[config.mk]
export PLATFORM = sky130hd
export DESIGN_NAME = tt_alu
export DESIGN_NICKNAME = d
export VERILOG_FILES = /design/src/rtl/tt_alu_pkg.sv /design/src/rtl/tt_alu_logic_unit.sv /design/src/rtl/tt_alu_operand_cond.sv /design/src/rtl/tt_alu_ripple_adder.sv /design/src/rtl/tt_alu.sv
export SDC_FILE = /design/constraint.sdc
export NUM_CORES = 1
export LEC_CHECK = 0
export BUFFER_PORTS_ARGS = -buffer_cell sky130_fd_sc_hd__buf_2
export CAP_MARGIN = 20
export CELL_PAD_IN_SITES_DETAIL_PLACEMENT = 0
export CELL_PAD_IN_SITES_GLOBAL_PLACEMENT = 1
export CORE_MARGIN = 10
export CORE_UTILIZATION = 36
export DETAILED_ROUTE_END_ITERATION = 8
export PLACE_DENSITY_LB_ADDON = 0.1
export SLEW_MARGIN = 5
export SYNTH_ARGS = -nofsm -noshare
export SYNTH_HDL_FRONTEND = slang
export SYNTH_HIERARCHICAL = 1
export SYNTH_SLANG_ARGS = --single-unit
[constraint.sdc]
create_clock -name vclk -period 4.3
set_clock_uncertainty 0.2 [all_clocks]
set_input_delay 0 -clock vclk [all_inputs]
set_output_delay 0 -clock vclk [all_outputs]
set_load 0.02 [all_outputs]
[src/rtl/tt_alu_pkg.sv]
package tt_alu_pkg;

    typedef enum logic [3:0] {
        AOP_ADD  = 4'd0,
        AOP_ADC  = 4'd1,
        AOP_SUB  = 4'd2,
        AOP_SBB  = 4'd3,
        AOP_RSB  = 4'd4,
        AOP_RSC  = 4'd5,
        AOP_NEGA = 4'd6,
        AOP_NEGB = 4'd7,
        AOP_INCA = 4'd8,
        AOP_INCB = 4'd9,
        AOP_DECA = 4'd10,
        AOP_DECB = 4'd11
    } arith_op_e;

    typedef enum logic [1:0] {
        SRC_A    = 2'd0,
        SRC_B    = 2'd1,
        SRC_ZERO = 2'd2,
        SRC_ONES = 2'd3
    } src_sel_e;

    typedef enum logic [1:0] {
        CI_ZERO = 2'd0,
        CI_ONE  = 2'd1,
        CI_CIN  = 2'd2,
        CI_NCIN = 2'd3
    } cin_sel_e;

    typedef struct packed {
        logic     valid;
        src_sel_e x_sel;
        src_sel_e y_sel;
        logic     y_inv;
        cin_sel_e c_sel;
    } cond_ctrl_t;

    typedef struct packed {
        logic carry;
        logic ovf;
        logic zero;
    } alu_flags_t;

    function automatic cond_ctrl_t decode_arith(input logic [3:0] op);
        cond_ctrl_t c;
        c = '{valid: 1'b1, x_sel: SRC_A, y_sel: SRC_B, y_inv: 1'b0, c_sel: CI_ZERO};
        case (op)
            AOP_ADD:  ;
            AOP_ADC:  c.c_sel = CI_CIN;
            AOP_SUB:  begin c.y_inv = 1'b1; c.c_sel = CI_ONE;  end
            AOP_SBB:  begin c.y_inv = 1'b1; c.c_sel = CI_NCIN; end
            AOP_RSB:  begin c.x_sel = SRC_B; c.y_sel = SRC_A; c.y_inv = 1'b1; c.c_sel = CI_ONE;  end
            AOP_RSC:  begin c.x_sel = SRC_B; c.y_sel = SRC_A; c.y_inv = 1'b1; c.c_sel = CI_NCIN; end
            AOP_NEGA: begin c.x_sel = SRC_ZERO; c.y_sel = SRC_A; c.y_inv = 1'b1; c.c_sel = CI_ONE; end
            AOP_NEGB: begin c.x_sel = SRC_ZERO; c.y_sel = SRC_B; c.y_inv = 1'b1; c.c_sel = CI_ONE; end
            AOP_INCA: begin c.y_sel = SRC_ZERO; c.c_sel = CI_ONE; end
            AOP_INCB: begin c.x_sel = SRC_B; c.y_sel = SRC_ZERO; c.c_sel = CI_ONE; end
            AOP_DECA: begin c.y_sel = SRC_ONES; end
            AOP_DECB: begin c.x_sel = SRC_B; c.y_sel = SRC_ONES; end
            default:  c.valid = 1'b0;
        endcase
        return c;
    endfunction

endpackage

[src/rtl/tt_alu_logic_unit.sv]
module tt_alu_logic_unit #(
    parameter int W = 8
) (
    input  logic [W-1:0] a,
    input  logic [W-1:0] b,
    input  logic [3:0]   table_code,
    output logic [W-1:0] y
);
    for (genvar i = 0; i < W; i++) begin : g_bit
        logic [1:0] sel;
        assign sel  = {a[i], b[i]};
        assign y[i] = table_code[sel];
    end


    always_comb begin
        tt_all_ones_chk: assert (table_code != 4'hF || y == {W{1'b1}});
    end
endmodule

[src/rtl/tt_alu_operand_cond.sv]
module tt_alu_operand_cond
    import tt_alu_pkg::*;
#(
    parameter int W = 8
) (
    input  logic [W-1:0] a,
    input  logic [W-1:0] b,
    input  logic         cin,
    input  cond_ctrl_t   ctrl,
    output logic [W-1:0] x,
    output logic [W-1:0] y,
    output logic         c0
);
    function automatic logic [W-1:0] pick(input src_sel_e s,
                                          input logic [W-1:0] va,
                                          input logic [W-1:0] vb);
        case (s)
            SRC_A:    return va;
            SRC_B:    return vb;
            SRC_ZERO: return '0;
            default:  return '1;
        endcase
    endfunction

    logic [W-1:0] y_raw;

    always_comb begin
        x     = pick(ctrl.x_sel, a, b);
        y_raw = pick(ctrl.y_sel, a, b);
        y     = ctrl.y_inv ? ~y_raw : y_raw;
        case (ctrl.c_sel)
            CI_ZERO: c0 = 1'b0;
            CI_ONE:  c0 = 1'b1;
            CI_CIN:  c0 = cin;
            default: c0 = ~cin;
        endcase
    end
endmodule

[src/rtl/tt_alu_ripple_adder.sv]
module tt_alu_ripple_adder #(
    parameter int W = 8
) (
    input  logic [W-1:0] x,
    input  logic [W-1:0] y,
    input  logic         c0,
    output logic [W-1:0] sum,
    output logic         c_top,
    output logic         c_into_top
);
    logic [W:0] c;
    assign c[0] = c0;

    for (genvar i = 0; i < W; i++) begin : g_stage
        assign sum[i]  = x[i] ^ y[i] ^ c[i];
        assign c[i+1]  = (x[i] & y[i]) | (x[i] & c[i]) | (y[i] & c[i]);
    end

    assign c_top      = c[W];
    assign c_into_top = c[W-1];
endmodule

[src/rtl/tt_alu.sv]
module tt_alu
    import tt_alu_pkg::*;
#(
    parameter int W = 8
) (
    input  logic [W-1:0] a,
    input  logic [W-1:0] b,
    input  logic         cin,
    input  logic         op_class,
    input  logic [3:0]   opcode,
    output logic [W-1:0] result,
    output logic         carry_out,
    output logic         overflow,
    output logic         zero
);
    localparam logic [W-1:0] ALL_ZERO = '0;

    logic [W-1:0] logic_y;
    logic [W-1:0] add_x, add_y, add_sum;
    logic         add_c0, add_ctop, add_cin_top;
    cond_ctrl_t   ctrl;
    alu_flags_t   flags;

    assign ctrl = decode_arith(opcode);

    tt_alu_logic_unit #(.W(W)) u_logic (
        .a(a), .b(b), .table_code(opcode), .y(logic_y)
    );

    tt_alu_operand_cond #(.W(W)) u_cond (
        .a(a), .b(b), .cin(cin), .ctrl(ctrl),
        .x(add_x), .y(add_y), .c0(add_c0)
    );

    tt_alu_ripple_adder #(.W(W)) u_add (
        .x(add_x), .y(add_y), .c0(add_c0),
        .sum(add_sum), .c_top(add_ctop), .c_into_top(add_cin_top)
    );

    always_comb begin
        if (!op_class) begin
            result      = logic_y;
            flags.carry = 1'b0;
            flags.ovf   = 1'b0;
            flags.zero  = (logic_y == ALL_ZERO);
        end else if (ctrl.valid) begin
            result      = add_sum;
            flags.carry = add_ctop;
            flags.ovf   = add_ctop ^ add_cin_top;
            flags.zero  = (add_sum == ALL_ZERO);
        end else begin
            result      = ALL_ZERO;
            flags       = '0;
        end
    end

    assign carry_out = flags.carry;
    assign overflow  = flags.ovf;
    assign zero      = flags.zero;

    always_comb begin

        logic_flags_chk: assert (op_class || (!carry_out && !overflow));

        undef_quiet_chk: assert (!(op_class && opcode > 4'd11) ||
                                 (result == ALL_ZERO && !carry_out && !overflow && !zero));

        add_sum_chk: assert (!(op_class && opcode == 4'd0) || result == W'(a + b));

        zero_result_chk: assert (!zero || result == ALL_ZERO);

        ovf_sign_chk: assert (!(op_class && opcode == 4'd0 && a[W-1] != b[W-1]) || !overflow);
    end
endmodule

# After elaboration in Yosys (flattened, before gate mapping)

Index checks and enable logic that the tools add are counted.

Register bits after elaboration: 0
Bits of input ports: 22
Output and inout bits: 11
Logic and storage cells: 128

Order comparisons: 8
Eq/ne operators: 17
Multiplexer cells: 29
Bitwise gates (word level): 59
Reduce and logical (&&, ||, !) cells: 15

Operators with widths:

| operator                                            | number |
|---|---|
| one-hot mux 8 bit (3 select lines)                  | 2 |
| bitwise AND 1 bit                                   | 24 |
| < comparator 2 x 3 -> 1 bit (second input constant) | 8 |
| 2-to-1 mux 8 bit                                    | 3 |
| XOR 1 bit                                           | 17 |
| binary-select mux 1 bit (select 2 bit)              | 8 |
| == test 4 x 3 -> 1 bit (second input constant)      | 4 |
| == test 4 bit (second input constant)               | 4 |
| logical NOT 8 bit                                   | 2 |
| bitwise OR 1 bit                                    | 16 |
| one-hot mux 2 bit (3 select lines)                  | 2 |
| OR reduction 12 bit                                 | 1 |
| OR reduction 6 bit                                  | 2 |
| 2-to-1 mux 1 bit                                    | 10 |
| == test 4 x 2 -> 1 bit (second input constant)      | 2 |
| NOT 8 bit                                           | 1 |
| OR reduction 2 bit                                  | 4 |
| == test 2 x 1 -> 1 bit (second input constant)      | 3 |
| == test 2 bit (second input constant)               | 3 |
| logical NOT 2 bit                                   | 3 |
| 2-to-1 mux 3 bit                                    | 2 |
| == test 4 x 1 -> 1 bit (second input constant)      | 1 |
| logical NOT 4 bit                                   | 1 |
| one-hot mux 2 bit (2 select lines)                  | 1 |
| 4 further kinds                                     | 4 |

# Logic depth before layout (Yosys ltp)

Depth in word-level cells: 34
Gate-level depth with buffers: 22
Depth with buffers taken out: 21

# Modules after synthesis

Netlist, hierarchy kept.

By module, submodules not included:

| module              | instances | cells each | area each (sq um) | seq. area each (sq um) |
|---|---|---|---|---|
| tt_alu_operand_cond | 1         | 55         | 385.4             | 0.0 |
| tt_alu              | 1         | 50         | 281.5             | 0.0 |
| tt_alu_ripple_adder | 1         | 18         | 197.7             | 0.0 |
| tt_alu_logic_unit   | 1         | 8          | 180.2             | 0.0 |

# Worst setup path after synthesis

No wires, ideal clock.

Kind: input to output
Start point: input port opcode[3]
End point: output port result[7]
Arrival time: 4.499 ns
Required time: 4.100 ns
Path slack: -0.399 ns
Stages on the path: 21
Path buffers: 1
Path through: buf_4 -> nor2b_1 -> nand2_1 -> o21ai_0 -> nor2_1 -> nand2_1 -> nand2_1 -> inv_1 -> fa_1 -> inv_1 -> fa_1 -> fa_1 -> fa_1 -> fa_1 -> fa_1 -> fa_1 -> inv_1 -> fa_1 -> inv_1 -> nand3_1 -> o21ai_0

RTL lines:

| element         | RTL line     | source |
|---|---|---|
| start, declared | tt_alu.sv:10 | `input logic [3:0] opcode,` |
| end, declared   | tt_alu.sv:11 | `output logic [W-1:0] result,` |

==> impl_metrics.ini <==
[global_routing]
grt_use_total_pct = 11.9
grt_max_degree = 21
grt_pass1_vias = 1122
antenna_found_initial = 0
overflow = 0
grt_pass1_wl_mm = 5.43

[floorplanning]
die_x_um = 73.9
die_h_um = 73.9
ios = 33
dieArea_um2 = 5460
placementRows = 19
start_util_pct = 37.9
coreArea_um2 = 2760

[cells_and_area]
nets = 211
diodes = 0
layout.cells.non_filler = 210
regArea_um2 = 0
syn_to_final_growth_pct = 36.2
design.seq.count = 0
drive_above_1_share_pct = 49.2
final_area_um2 = 1420
nClkBuffers = 0

[outcome]
status = finished with violations
failed_checks = setup timing

[synthesis]
syn_inst = 131
synth_compound_area_share_pct = 20.0
synth_cell_types = 26
synthSimpleGateAreaFrac_pct = 26.1
synth_area_leaders = mux4_2 (17%), fa_1 (15%), o22ai_2 (9.6%)
synthesis.nets = 161
postSynthAreaPerCell_um2 = 7.98
synth_commonest_cells = nand2_1 (20), inv_1 (18), o21ai_0 (17)
synth_xor_area_share_pct = 9.22
synth_top_cell_area_share_pct = 17.2
muxShareOfSynthArea_pct = 18.2
synth_top_family_by_area = simple AND/OR/NAND/NOR gates
yosysWarnings = 6
synth.most_common_cell = nand2_1
netlist_area_um2 = 1040
synth_top_area_cell = mux4_2
ys_seq_area_share_pct = 0
synthAdderAreaFrac_pct = 15.3

[routing]
antenna_left = 0
num_vias = 1068
wirelength_mm = 3.25
wl_per_cell_um = 15.5
drtPass1Iterations = 4
viasPerCell = 5.09
drt_iter0_drc = 28
drc_errors = 0

[sta]
slew_headroom_pct = 74.6
timing.final.crit_share_pct = 102
setup_viol = 2
maxSlewViolCount = 0
min_period_ns = 4.39
worstMarginPinSlew_ns = 0.380
fin_ws_ns = -0.0882
max_freq_ghz = 0.228
hold_viol = 0
rsz0062_at_grt = true
fin_setup_tns_ns = -0.113

[worst_setup_path]
cp.arrival_ns = 4.19
cp-end-kind = output port
crit_path_max_fanout = 7
cp-start-kind = input pin
worstPathRequired_ns = 4.10
path_class = in2out

[place]
io_buffers = 33
dp_hpwl_mm = 2.77
dp.cells = 208
gp_congestion = 0.906
place_area_um2 = 1380

[hold_path]
min-delay-start = op_class
min_path_type = in2out
holdPathStages = 4
holdPathEnd = result[7]

[power]
ir_drop_mv = 0.118
seqPwrFrac_pct = 0
power_density_nw_per_um2 = 217
intPower_uw = 144
pwr-share-clk_pct = 0
sw_frac_of_total_pct = 53.4
combPwrFrac_pct = 100.0
power_leakage_nw = 0.699
p_switching_uw = 165

[flow_run]
maxCapViolations = 0
## cell families after synthesis
kind of cell	Yosys count
and+or+nand+nor	51
AOI/OAI and AO/OA	27
buffers and inverters	25
xor gates and xnor gates	11
muxes	9
adders and majority gates	8
## final cells by class
class / count / area, µm²
Multi-Input combinational cell: 106 / 971
Timing Repair Buffer: 55 / 345
Tap cell: 31 / 38.8
Fill cell: 279 / 1340
Inverter: 18 / 67.6
## power groups by stage
stage / combinational [mW] / clock, mW / sequential [mW]
6_report: 0.309 / 0 / 0
5_1_grt: 0.348 / 0 / 0
4_1_cts: 0.295 / 0 / 0
3_5_place_dp: 0.291 / 0 / 0
3_3_place_gp: 0.290 / 0 / 0
2_1_floorplan: 0.198 / 0 / 0
## critical path, cell delays in order
cell and delay [ns]:
buf_6 0.11, a21boi_1 0.12, mux2i_1 0.13, buf_4 0.16
nand2b_4 0.06, o22ai_2 0.14, xnor2_1 0.08, inv_1 0.08
fa_2 0.22, inv_2 0.04, fa_2 0.34, fa_2 0.35
fa_2 0.34, fa_2 0.34, fa_2 0.34, fa_2 0.36
inv_2 0.06, fa_1 0.41, inv_2 0.07, nor4_1 0.04
nand4_1 0.13, o41ai_4 0.10, buf_4 0.17
## metal layers
layer	vias up	GRT usage [%]	wire, µm
li1	548	-	-
met1	496	16.6	1540
met2	24	19.5	1510
met3	0	2.15	201
met4	0	0.207	0
met5	-	0	0
## worst max-delay path by stage
stage	start	to	slack, ns	cells past startpoint
floorplan	opcode[3]	zero	0.01	22
detailed placement	opcode[2]	zero	-0.19	23
global placement	opcode[2]	zero	-0.14	23
finish	opcode[2]	zero	-0.09	23
CTS	opcode[2]	zero	-0.12	23
global route	opcode[3]	zero	-0.25	21
## repair_timing
action	in CTS	in global routing
hold buffers	0	0
gates resized for setup	4	9
setup endpoints to repair	2	3
buffers inserted	0	2
endpoints found under the hold margin	0	0
pin swaps	0	0
## stage by stage
step,worst slack (ns),power [mW],util (%),hold slack [ns]
global placement,-0.135,0.290,50.1,0.315
detailed placement,-0.192,0.291,50.1,0.321
global route,-0.253,0.348,51.6,0.326
floorplan,0.0123,0.198,-,0.0787
finish,-0.0882,0.309,51.6,0.288
CTS,-0.122,0.295,50.4,0.306
## cells in the final DEF, fill, tap and decap left out, drive strengths merged, types with 2 or more instances in the layout
| cell type | count |
|---|---|
| mux4 | 8 |
| nor2b | 2 |
| o22ai | 8 |
| nor2 | 4 |
| nand2 | 20 |
| nand2b | 2 |
| o21ai | 17 |
| inv | 18 |
| and3 | 2 |
| nor4 | 3 |
| xnor2 | 10 |
| nand3 | 9 |
| fa | 8 |
| buf | 55 |
| and2b | 7 |
Power figures use the tool's default switching activity.
